--- src/rtl/cc_timer_pkg.sv ---
package cc_timer_pkg;
  typedef enum logic [1:0] {TRG_OFF = 2'd0, TRG_RISE = 2'd1, TRG_FALL = 2'd2, TRG_BOTH = 2'd3} trig_e;
  typedef enum logic [1:0] {WAV_LOW = 2'd0, WAV_PWM = 2'd1, WAV_TGLA = 2'd2, WAV_TGLB = 2'd3} wave_e;

  localparam logic [2:0] A_CTRL  = 3'd0;
  localparam logic [2:0] A_CFG   = 3'd1;
  localparam logic [2:0] A_CMPA  = 3'd2;
  localparam logic [2:0] A_CMPB  = 3'd3;
  localparam logic [2:0] A_CAPA  = 3'd4;
  localparam logic [2:0] A_CAPB  = 3'd5;
  localparam logic [2:0] A_FLAGS = 3'd6;
  localparam logic [2:0] A_COUNT = 3'd7;
endpackage

--- src/rtl/cc_timer_counter.sv ---
module cc_timer_counter #(
  parameter int W = 16
) (
  input  logic         clk,
  input  logic         rst_n,
  input  logic         clear,
  input  logic         run,
  input  logic         tick,
  input  logic         wrap_en,
  input  logic [W-1:0] cmp_a,
  input  logic [W-1:0] cmp_b,
  output logic [W-1:0] count,
  output logic         hit_a,
  output logic         hit_b
);
  logic step;

  assign step  = run & tick;
  assign hit_a = step & (count == cmp_a);
  assign hit_b = step & (count == cmp_b);

  always_ff @(posedge clk or negedge rst_n) begin
    if (!rst_n)                count <= '0;
    else if (clear)            count <= '0;
    else if (hit_b && wrap_en) count <= '0;
    else if (step)             count <= count + 1'b1;
  end
endmodule

--- src/rtl/cc_timer_capture.sv ---
module cc_timer_capture
  import cc_timer_pkg::*;
#(
  parameter int W           = 16,
  parameter int SYNC_STAGES = 2
) (
  input  logic         clk,
  input  logic         rst_n,
  input  logic         pin,
  input  logic         active,
  input  trig_e        trig,
  input  logic [W-1:0] count,
  input  logic         clr_cap,
  input  logic         clr_ovr,
  output logic [W-1:0] cap_q,
  output logic         cap_flag,
  output logic         ovr_flag
);
  logic [SYNC_STAGES-1:0] sync_q;
  logic                   prev_q;
  logic                   rise, fall, fire;

  generate
    if (SYNC_STAGES == 1) begin : g_one
      always_ff @(posedge clk or negedge rst_n) begin
        if (!rst_n) sync_q <= '0;
        else        sync_q <= pin;
      end
    end else begin : g_many
      always_ff @(posedge clk or negedge rst_n) begin
        if (!rst_n) sync_q <= '0;
        else        sync_q <= {sync_q[SYNC_STAGES-2:0], pin};
      end
    end
  endgenerate

  always_ff @(posedge clk or negedge rst_n) begin
    if (!rst_n) prev_q <= 1'b0;
    else        prev_q <= sync_q[SYNC_STAGES-1];
  end

  assign rise = sync_q[SYNC_STAGES-1] & ~prev_q;
  assign fall = ~sync_q[SYNC_STAGES-1] & prev_q;

  always_comb begin
    unique case (trig)
      TRG_RISE: fire = rise;
      TRG_FALL: fire = fall;
      TRG_BOTH: fire = rise | fall;
      default:  fire = 1'b0;
    endcase
    fire = fire & active;
  end

  always_ff @(posedge clk or negedge rst_n) begin
    if (!rst_n) begin
      cap_q    <= '0;
      cap_flag <= 1'b0;
      ovr_flag <= 1'b0;
    end else begin
      if (fire) cap_q <= count;
      if (fire)         cap_flag <= 1'b1;
      else if (clr_cap) cap_flag <= 1'b0;
      if (fire && cap_flag) ovr_flag <= 1'b1;
      else if (clr_ovr)     ovr_flag <= 1'b0;
    end
  end
endmodule

--- src/rtl/cc_timer_wave.sv ---
module cc_timer_wave
  import cc_timer_pkg::*;
(
  input  logic  clk,
  input  logic  rst_n,
  input  logic  clear,
  input  wave_e mode,
  input  logic  invert,
  input  logic  hit_a,
  input  logic  hit_b,
  output logic  wave_out
);
  logic state_q, state_d;

  always_comb begin
    state_d = state_q;
    unique case (mode)
      WAV_PWM: begin
        if (hit_b)      state_d = 1'b0;
        else if (hit_a) state_d = 1'b1;
      end
      WAV_TGLA: if (hit_a) state_d = ~state_q;
      WAV_TGLB: if (hit_b) state_d = ~state_q;
      default:  state_d = 1'b0;
    endcase
  end

  always_ff @(posedge clk or negedge rst_n) begin
    if (!rst_n)     state_q <= 1'b0;
    else if (clear) state_q <= 1'b0;
    else            state_q <= state_d;
  end

  assign wave_out = ((mode == WAV_LOW) ? 1'b0 : state_q) ^ invert;
endmodule

--- src/rtl/cc_timer.sv ---
module cc_timer
  import cc_timer_pkg::*;
#(
  parameter int W           = 16,
  parameter int SYNC_STAGES = 2
) (
  input  logic         clk,
  input  logic         rst_n,
  input  logic         cnt_en,
  input  logic         bus_wr,
  input  logic [2:0]   bus_addr,
  input  logic [15:0]  bus_wdata,
  output logic [15:0]  bus_rdata,
  input  logic [1:0]   pin_in,
  output logic [1:0]   pin_out,
  output logic [1:0]   pin_oe,
  output logic [1:0]   irq_cap,
  output logic [1:0]   irq_ovr
);
  localparam int NSYS = 2;

  logic          run_q;
  logic [11:0]   cfg_q;
  logic [W-1:0]  cmpa_q, cmpb_q;
  logic          clear;
  logic          wr_flags;
  logic [W-1:0]  cnt_q;
  logic          hit_a, hit_b;
  logic [NSYS-1:0] cmp_mode;
  logic [NSYS-1:0] cap_if, ovr_if;
  logic [W-1:0]  cap_val [NSYS];
  trig_e         trig_sel [NSYS];
  wave_e         wave_sel [NSYS];
  logic [NSYS-1:0] wave_inv;

  assign clear    = bus_wr && (bus_addr == A_CTRL) && bus_wdata[1];
  assign wr_flags = bus_wr && (bus_addr == A_FLAGS);
  assign cmp_mode = cfg_q[1:0];
  assign trig_sel[0] = trig_e'(cfg_q[3:2]);
  assign trig_sel[1] = trig_e'(cfg_q[5:4]);
  assign wave_sel[0] = wave_e'(cfg_q[7:6]);
  assign wave_sel[1] = wave_e'(cfg_q[9:8]);
  assign wave_inv    = cfg_q[11:10];

  always_ff @(posedge clk or negedge rst_n) begin
    if (!rst_n) begin
      run_q  <= 1'b0;
      cfg_q  <= '0;
      cmpa_q <= '0;
      cmpb_q <= '0;
    end else if (bus_wr) begin
      unique case (bus_addr)
        A_CTRL: run_q  <= bus_wdata[0];
        A_CFG:  cfg_q  <= bus_wdata[11:0];
        A_CMPA: cmpa_q <= bus_wdata[W-1:0];
        A_CMPB: cmpb_q <= bus_wdata[W-1:0];
        default: ;
      endcase
    end
  end

  cc_timer_counter #(.W(W)) u_counter (
    .clk     (clk),
    .rst_n   (rst_n),
    .clear   (clear),
    .run     (run_q),
    .tick    (cnt_en),
    .wrap_en (|cmp_mode),
    .cmp_a   (cmpa_q),
    .cmp_b   (cmpb_q),
    .count   (cnt_q),
    .hit_a   (hit_a),
    .hit_b   (hit_b)
  );

  generate
    for (genvar i = 0; i < NSYS; i++) begin : g_sys
      cc_timer_capture #(.W(W), .SYNC_STAGES(SYNC_STAGES)) u_cap (
        .clk      (clk),
        .rst_n    (rst_n),
        .pin      (pin_in[i]),
        .active   (~cmp_mode[i]),
        .trig     (trig_sel[i]),
        .count    (cnt_q),
        .clr_cap  (wr_flags && bus_wdata[i]),
        .clr_ovr  (wr_flags && bus_wdata[i+2]),
        .cap_q    (cap_val[i]),
        .cap_flag (cap_if[i]),
        .ovr_flag (ovr_if[i])
      );

      cc_timer_wave u_wave (
        .clk      (clk),
        .rst_n    (rst_n),
        .clear    (clear),
        .mode     (wave_sel[i]),
        .invert   (wave_inv[i]),
        .hit_a    (hit_a),
        .hit_b    (hit_b),
        .wave_out (pin_out[i])
      );
    end
  endgenerate

  assign pin_oe  = cmp_mode;
  assign irq_cap = cap_if;
  assign irq_ovr = ovr_if;

  always_comb begin
    bus_rdata = '0;
    unique case (bus_addr)
      A_CTRL:  bus_rdata = {15'd0, run_q};
      A_CFG:   bus_rdata = {4'd0, cfg_q};
      A_CMPA:  bus_rdata = 16'(cmpa_q);
      A_CMPB:  bus_rdata = 16'(cmpb_q);
      A_CAPA:  bus_rdata = 16'(cap_val[0]);
      A_CAPB:  bus_rdata = 16'(cap_val[1]);
      A_FLAGS: bus_rdata = {12'd0, ovr_if, cap_if};
      default: bus_rdata = 16'(cnt_q);
    endcase
  end
endmodule

--- config.mk ---
export PLATFORM = sky130hd
export DESIGN_NAME = cc_timer
export DESIGN_NICKNAME = d
export VERILOG_FILES = /design/src/rtl/cc_timer_pkg.sv /design/src/rtl/cc_timer_counter.sv /design/src/rtl/cc_timer_capture.sv /design/src/rtl/cc_timer_wave.sv /design/src/rtl/cc_timer.sv
export SDC_FILE = /design/constraint.sdc
export NUM_CORES = 1
export LEC_CHECK = 0
export ABC_AREA = 1
export BUFFER_PORTS_ARGS = -buffer_cell sky130_fd_sc_hd__buf_2
export CAP_MARGIN = 20
export CORE_UTILIZATION = 54
export DETAILED_ROUTE_END_ITERATION = 10
export MAX_ROUTING_LAYER = met4
export PLACE_DENSITY = 0.8
export RECOVER_POWER = 25
export SLEW_MARGIN = 20
export SYNTH_ARGS = -nofsm -noshare
export SYNTH_HDL_FRONTEND = slang
export SYNTH_SLANG_ARGS = --single-unit
--- constraint.sdc ---
create_clock -name clk -period 1.5 [get_ports clk]
set_input_delay 0 -clock clk [delete_from_list [all_inputs] [get_ports clk]]
set_output_delay 0 -clock clk [all_outputs]
set_load 0.05 [all_outputs]
* After elaboration in Yosys (flattened, before gate mapping)
Cells that the tools add are included.
W data, S select, Z words.
** Word-level totals
- Bits in registers :: 105
- Word-level logic and storage cells :: 116
** Cells by class
- Add/sub/neg operators :: 1
- Eq/ne operators :: 26
- Muxes and demuxes :: 26
- Bitwise gates (word level) :: 21
- Reductions and logical operators :: 25
** Operators with widths (count)
- $pmux W16 S7 :: 1
- $mux W16 :: 3
- $eq A16 B16 Y1 :: 2
- $mux W1 :: 18
- $add A16 B1 Y16 const B :: 1
- $eq A2 B2 Y1 const B :: 8
- $pmux W1 S3 :: 4
- $logic_and A1 B1 Y1 :: 10
- $and A1 B1 Y1 :: 9
- $eq A3 B3 Y1 const B :: 3
- $ne A3 B3 Y1 const B :: 3
- $eq A2 B1 Y1 const B :: 4
- $not A1 Y1 :: 8
- $reduce_and A2 Y1 :: 4
- $reduce_bool A2 Y1 :: 4
- $eq A3 B2 Y1 const B :: 2
- $reduce_and A3 Y1 :: 2
- $logic_not A2 Y1 :: 2
- $ne A4 B3 Y1 const B :: 1
- $ne A4 B4 Y1 const B :: 1
- $eq A3 B1 Y1 const B :: 1
- $logic_not A3 Y1 :: 1
- $ne A3 B2 Y1 const B :: 1
- $reduce_bool A3 Y1 :: 1
- other kinds (3) :: 5

* Depth between registers and ports, before layout
- Word-level depth :: 7
- Mapped depth :: 14

* Modules after synthesis
Synthesis repeated with hierarchy kept, for this count alone.
** Second synthesis, totals
- Cell total of the unflattened synthesis :: 852
- Area total of the unflattened synthesis :: 6388.6 um2
** Modules (own cells, without submodules)
- cc_timer :: instances 1, cells each 373, area each 2732.6 um2, seq. area each 1126.1 um2
- cc_timer_capture :: instances 2, cells each 91, area each 872.1 um2, seq. area each 525.5 um2
- cc_timer_counter :: instances 1, cells each 249, area each 1634.1 um2, seq. area each 400.4 um2
- cc_timer_wave :: instances 2, cells each 24, area each 138.9 um2, seq. area each 25.0 um2

* Worst setup path before layout
No wires, ideal clock.
- Path kind :: register -> output
- Start point :: register u_counter.count[1]
- End point :: output bus_rdata[1]
- Arrival time :: 1.573 ns
- Required time :: 1.500 ns
- Path slack :: -0.073 ns
- Stages on the path, launching flop included :: 3
- Buffers on the path :: 0
- Cells stage by stage :: dfrtp_1 -> inv_2 -> o21ai_0
** Between the ends
- Word-level cells in the longest chain between the ends :: 1
** Ends and longest elaborated chain
- start: declaration :: line cc_timer_counter.sv:12 : output logic [W-1:0] count,
- start signal: assignment :: line cc_timer_counter.sv:26 : else if (step) count <= count + 1'b1;
- $pmux W16 S7 :: line cc_timer.sv:111 : unique case (bus_addr)
- end: declaration :: line cc_timer.sv:13 : output logic [15:0] bus_rdata,
Every way passes these cells.

* Final worst setup path
- Start point :: register u_counter.count[9]
- End point :: register u_counter.count[6]
** Between the ends
- Word-level cells in the longest chain between the ends :: 5
- Elaborated cells between the ends (all ways) :: 6
** Ends and longest elaborated chain
- $eq A16 B16 Y1 (*) :: line cc_timer_counter.sv:20 : assign hit_b = step & (count == cmp_b);
- $and A1 B1 Y1 (*) :: line cc_timer_counter.sv:20
- $logic_and A1 B1 Y1 (*) :: line cc_timer_counter.sv:25 : else if (hit_b && wrap_en) count <= '0;
- $mux W16 :: line cc_timer_counter.sv:25
- $mux W16 :: line cc_timer_counter.sv:24 : else if (clear) count <= '0;
Every way passes the cells marked *; elsewhere a longest branch is shown, timed or not.
A chain may end at the register's enable or synchronous reset.

==> out/results.tsv <==
stage	metric	value	unit
placement	pre_cts_ws	-0.210	ns
detailed_routing	drc_errors	0	
yosys	synth_edf_count	0	
global_routing	antenna_found_initial	0	
critical_path	cpPeakStageDelay	0.42	ns
cts	cts_tree	built	
layout	post-route-cell-area	0.00752	sq mm
yosys	async_reset_ff_share	100	%
power_and_ir_drop	irDropWorstVdd	0.833	mV
detailed_routing	wl	19.0	mm
yosys	synth_seq_cells	105	
run	cap_violations	0	
yosys	synth_nets	741	
detailed_routing	vias	5823	
placement	dp_hpwl	11.0	mm
detailed_routing	postRouteAntennaNets	0	
detailed_routing	wire_per_inst	19.3	microns
die	die_h	103	microns
timing	tns	-7.97	ns
die	core-area	0.00986	sq mm
timing	hold_violations	0	
yosys	dominantRegCellSynth	dfrtp_1	
placement	io_buffers	48	
cts	htreeDepth	3	
layout	instances_no_fill	986	
placement	routabilityCongestion	0.982	
placement	dp_cells	926	
critical_path	arrival	2.08	ns
layout	post-route-util	76.2	%
cts	root_buffer	clkbuf_8	
global_routing	grt_pass1_wl	26.2	mm
timing	finalSetupViolCount	57	
layout	layout.nets	878	
detailed_routing	viasPerCell	5.91	
critical_path	worstPathCellList	buf_4, nand2_1, nand4_1, nor2_1, nand3_4, nand2_2, nand2_4, buf_6, nand2_2, nor2_1	
critical_path	startpoint	u_counter.count[9]	
layout	layout_commonest_cell	nand2_1	
critical_path	startpoint_type	flop	
critical_path	slowest_stage	dfrtp_1	
detailed_routing	wl_met1	6.91	mm
cts	numCtsBuffers	9	
critical_path	cp.required	1.77	ns
placement	dpl_cell_area	0.00630	sq mm
critical_path	critPathKind	reg2reg	
detailed_routing	dr.pass1.iters	6	
outcome	outcome	finished with violations	
worst_hold_path	hold_class	in2reg	
cts	clk_path_buf_depth	2	
layout	diodes	0	
timing	fmaxAchievable	552	MHz
cts	clk_latency	0.38	ns
cts	cts.sinks	105	
layout	final_cell_mix	nand2_1, dfrtp_1, buf_4, o21ai_0, inv_1	
yosys	syn_area	0.00552	sq mm
critical_path	cp_top_family	simple AND/OR/NAND/NOR gates	
layout	syn_to_final_growth	36.1	%
timing	slew_viol_final	0	
layout	drive_gt1_share	34.5	%
yosys	yosys_warnings	0	
power_and_ir_drop	total_leakage_power	3.69	nW
detailed_routing	top_layer	met4	
detailed_routing	wl_met3	1.84	mm
die	std_cell_rows	36	
yosys	ys_types	36	
global_routing	grt_overflow	0	
worst_hold_path	hp-start	bus_wdata[1]	
timing	skew	0.0167	ns
timing	finalWorstSetupSlack	-0.312	ns
detailed_routing	drt_iter0_drc	551	
global_routing	grtUsageTotal	34.6	%
die	start_util	56.0	%
detailed_routing	wl_met2	9.11	mm
cts	cts.clk_slew.worst_paths	0.11	ns
timing	finalCritPeriodShare	121	%
yosys	synth_cells	711	
critical_path	endpoint_kind	flop	
yosys	synth.avg_cell_area	7.77	sq um
timing	period_needed	1.81	ns
global_routing	grt_pass1_vias	5450	
yosys	ys_seq_area_share	47.6	%
timing	rsz0062_at_grt	true	
global_routing	grt_max_degree	35	
critical_path	timing.rr.start	u_counter.count[9]	
die	pin_count	49	
outcome	violations	setup timing	
timing	max_slew_margin	43.4	%
critical_path	crit_fanout	4	
timing	tightest_slew	0.849	ns
die	die_x	103	microns
die	die_area	0.0106	sq mm
power_and_ir_drop	power.density	1530	mW/mm^2
critical_path	critPathBufInv	2	
-- cell type report --
cell class,instances,area (sq um)
tap,133,166
clock buffer,10,138
timing repair buffer,159,1350
inverter,94,369
sequential,105,2630
multi-input combinational,479,2760
fill,664,2350
clock inverter,6,98.8
-- layer usage --
layer	global-route usage (%)	vias up
met1	39.6	2741
met5	-	-
li1	-	2557
met3	7.73	116
met4	19.0	0
met2	56.4	409
-- worst register-to-register path: cells and delay by family, from the launching register on --
family / cells / cell delay, ns
simple gates: 8 / 1.00
flops: 1 / 0.42
buf+inv: 2 / 0.29
-- final timing paths --
kind	end	slack (ns)	cells past startpoint
worst max-delay path	u_counter.count[6]	-0.31	10
worst min-delay path	cmpb_q[1]	0.02	3
worst max register to register	u_counter.count[6]	-0.31	10
worst min register to register	g_sys[1].u_cap.sync_q[1]	0.36	0
max in group asynchronous	cfg_q[0]	0.29	3
min in group asynchronous	cmpb_q[2]	0.25	2
-- timing repair --
item,CTS,global route
gates resized for setup,71,141
endpoints found under the hold margin,123,0
gates cloned,2,3
hold buffers,19,0
setup endpoints to repair,59,68
pin swaps,8,38
setup buffers,10,11
-- flip-flops by register name, summed over array words and instances (netlist names) --
signal and count:
g_sys.u_cap.cap_q 32, cmpa_q 16, cmpb_q 16, u_counter.count 16, cfg_q 12, g_sys.u_cap.sync_q 4
g_sys.u_cap.cap_flag 2, g_sys.u_cap.ovr_flag 2, g_sys.u_cap.prev_q 2, g_sys.u_wave.state_q 2, run_q 1
-- metrics by stage --
step | power, mW | hold WS, ns
finish | 11.5 | 0.0220
detailed placement | 8.04 | -0.0278
CTS | 10.5 | 0.00549
floorplan | 6.63 | -0.296
global route | 12.1 | 0.0207
global placement | 7.91 | -0.0388
-- cells in the mapped netlist, types with 6 or more instances --
master / number / share of area (%)
inv_2: 9 / 0.61
o2111ai_1: 9 / 1.4
o21ai_0: 111 / 10
clkbuf_1: 16 / 1.1
nand2_2: 6 / 0.68
nand2_1: 196 / 13
nor2_1: 38 / 2.6
nor2_2: 14 / 1.6
nand4_1: 8 / 0.91
nand3_1: 25 / 2.3
dfrtp_1: 105 / 48
xor2_1: 16 / 2.5
a21oi_1: 22 / 2.0
buf_4: 10 / 1.4
inv_1: 83 / 5.6
-- power breakdown --
| part | internal (mW) | switching, mW | total (mW) | leakage, nW |
|---|---|---|---|---|
| Clock | 1.01 | 1.07 | 2.08 | 0.117 |
| Sequential | 3.62 | 0.832 | 4.45 | 1.30 |
| Combinational | 2.05 | 2.92 | 4.97 | 2.27 |
-- cell families (layout without fill, tap and decap cells) --
logic type / Yosys count / count (layout) / share of synthesized area, %
AO/OA/AOI/OAI: 160 / 160 / 15.8
XOR/XNOR: 17 / 17 / 2.70
adder cells (fa/ha/maj): 5 / 5 / 1.13
buffers and inverters: 127 / 269 / 9.79
flip-flops: 105 / 105 / 47.6
AND/OR/NAND/NOR: 297 / 297 / 23.0
(Power assumes the default switching activity.)
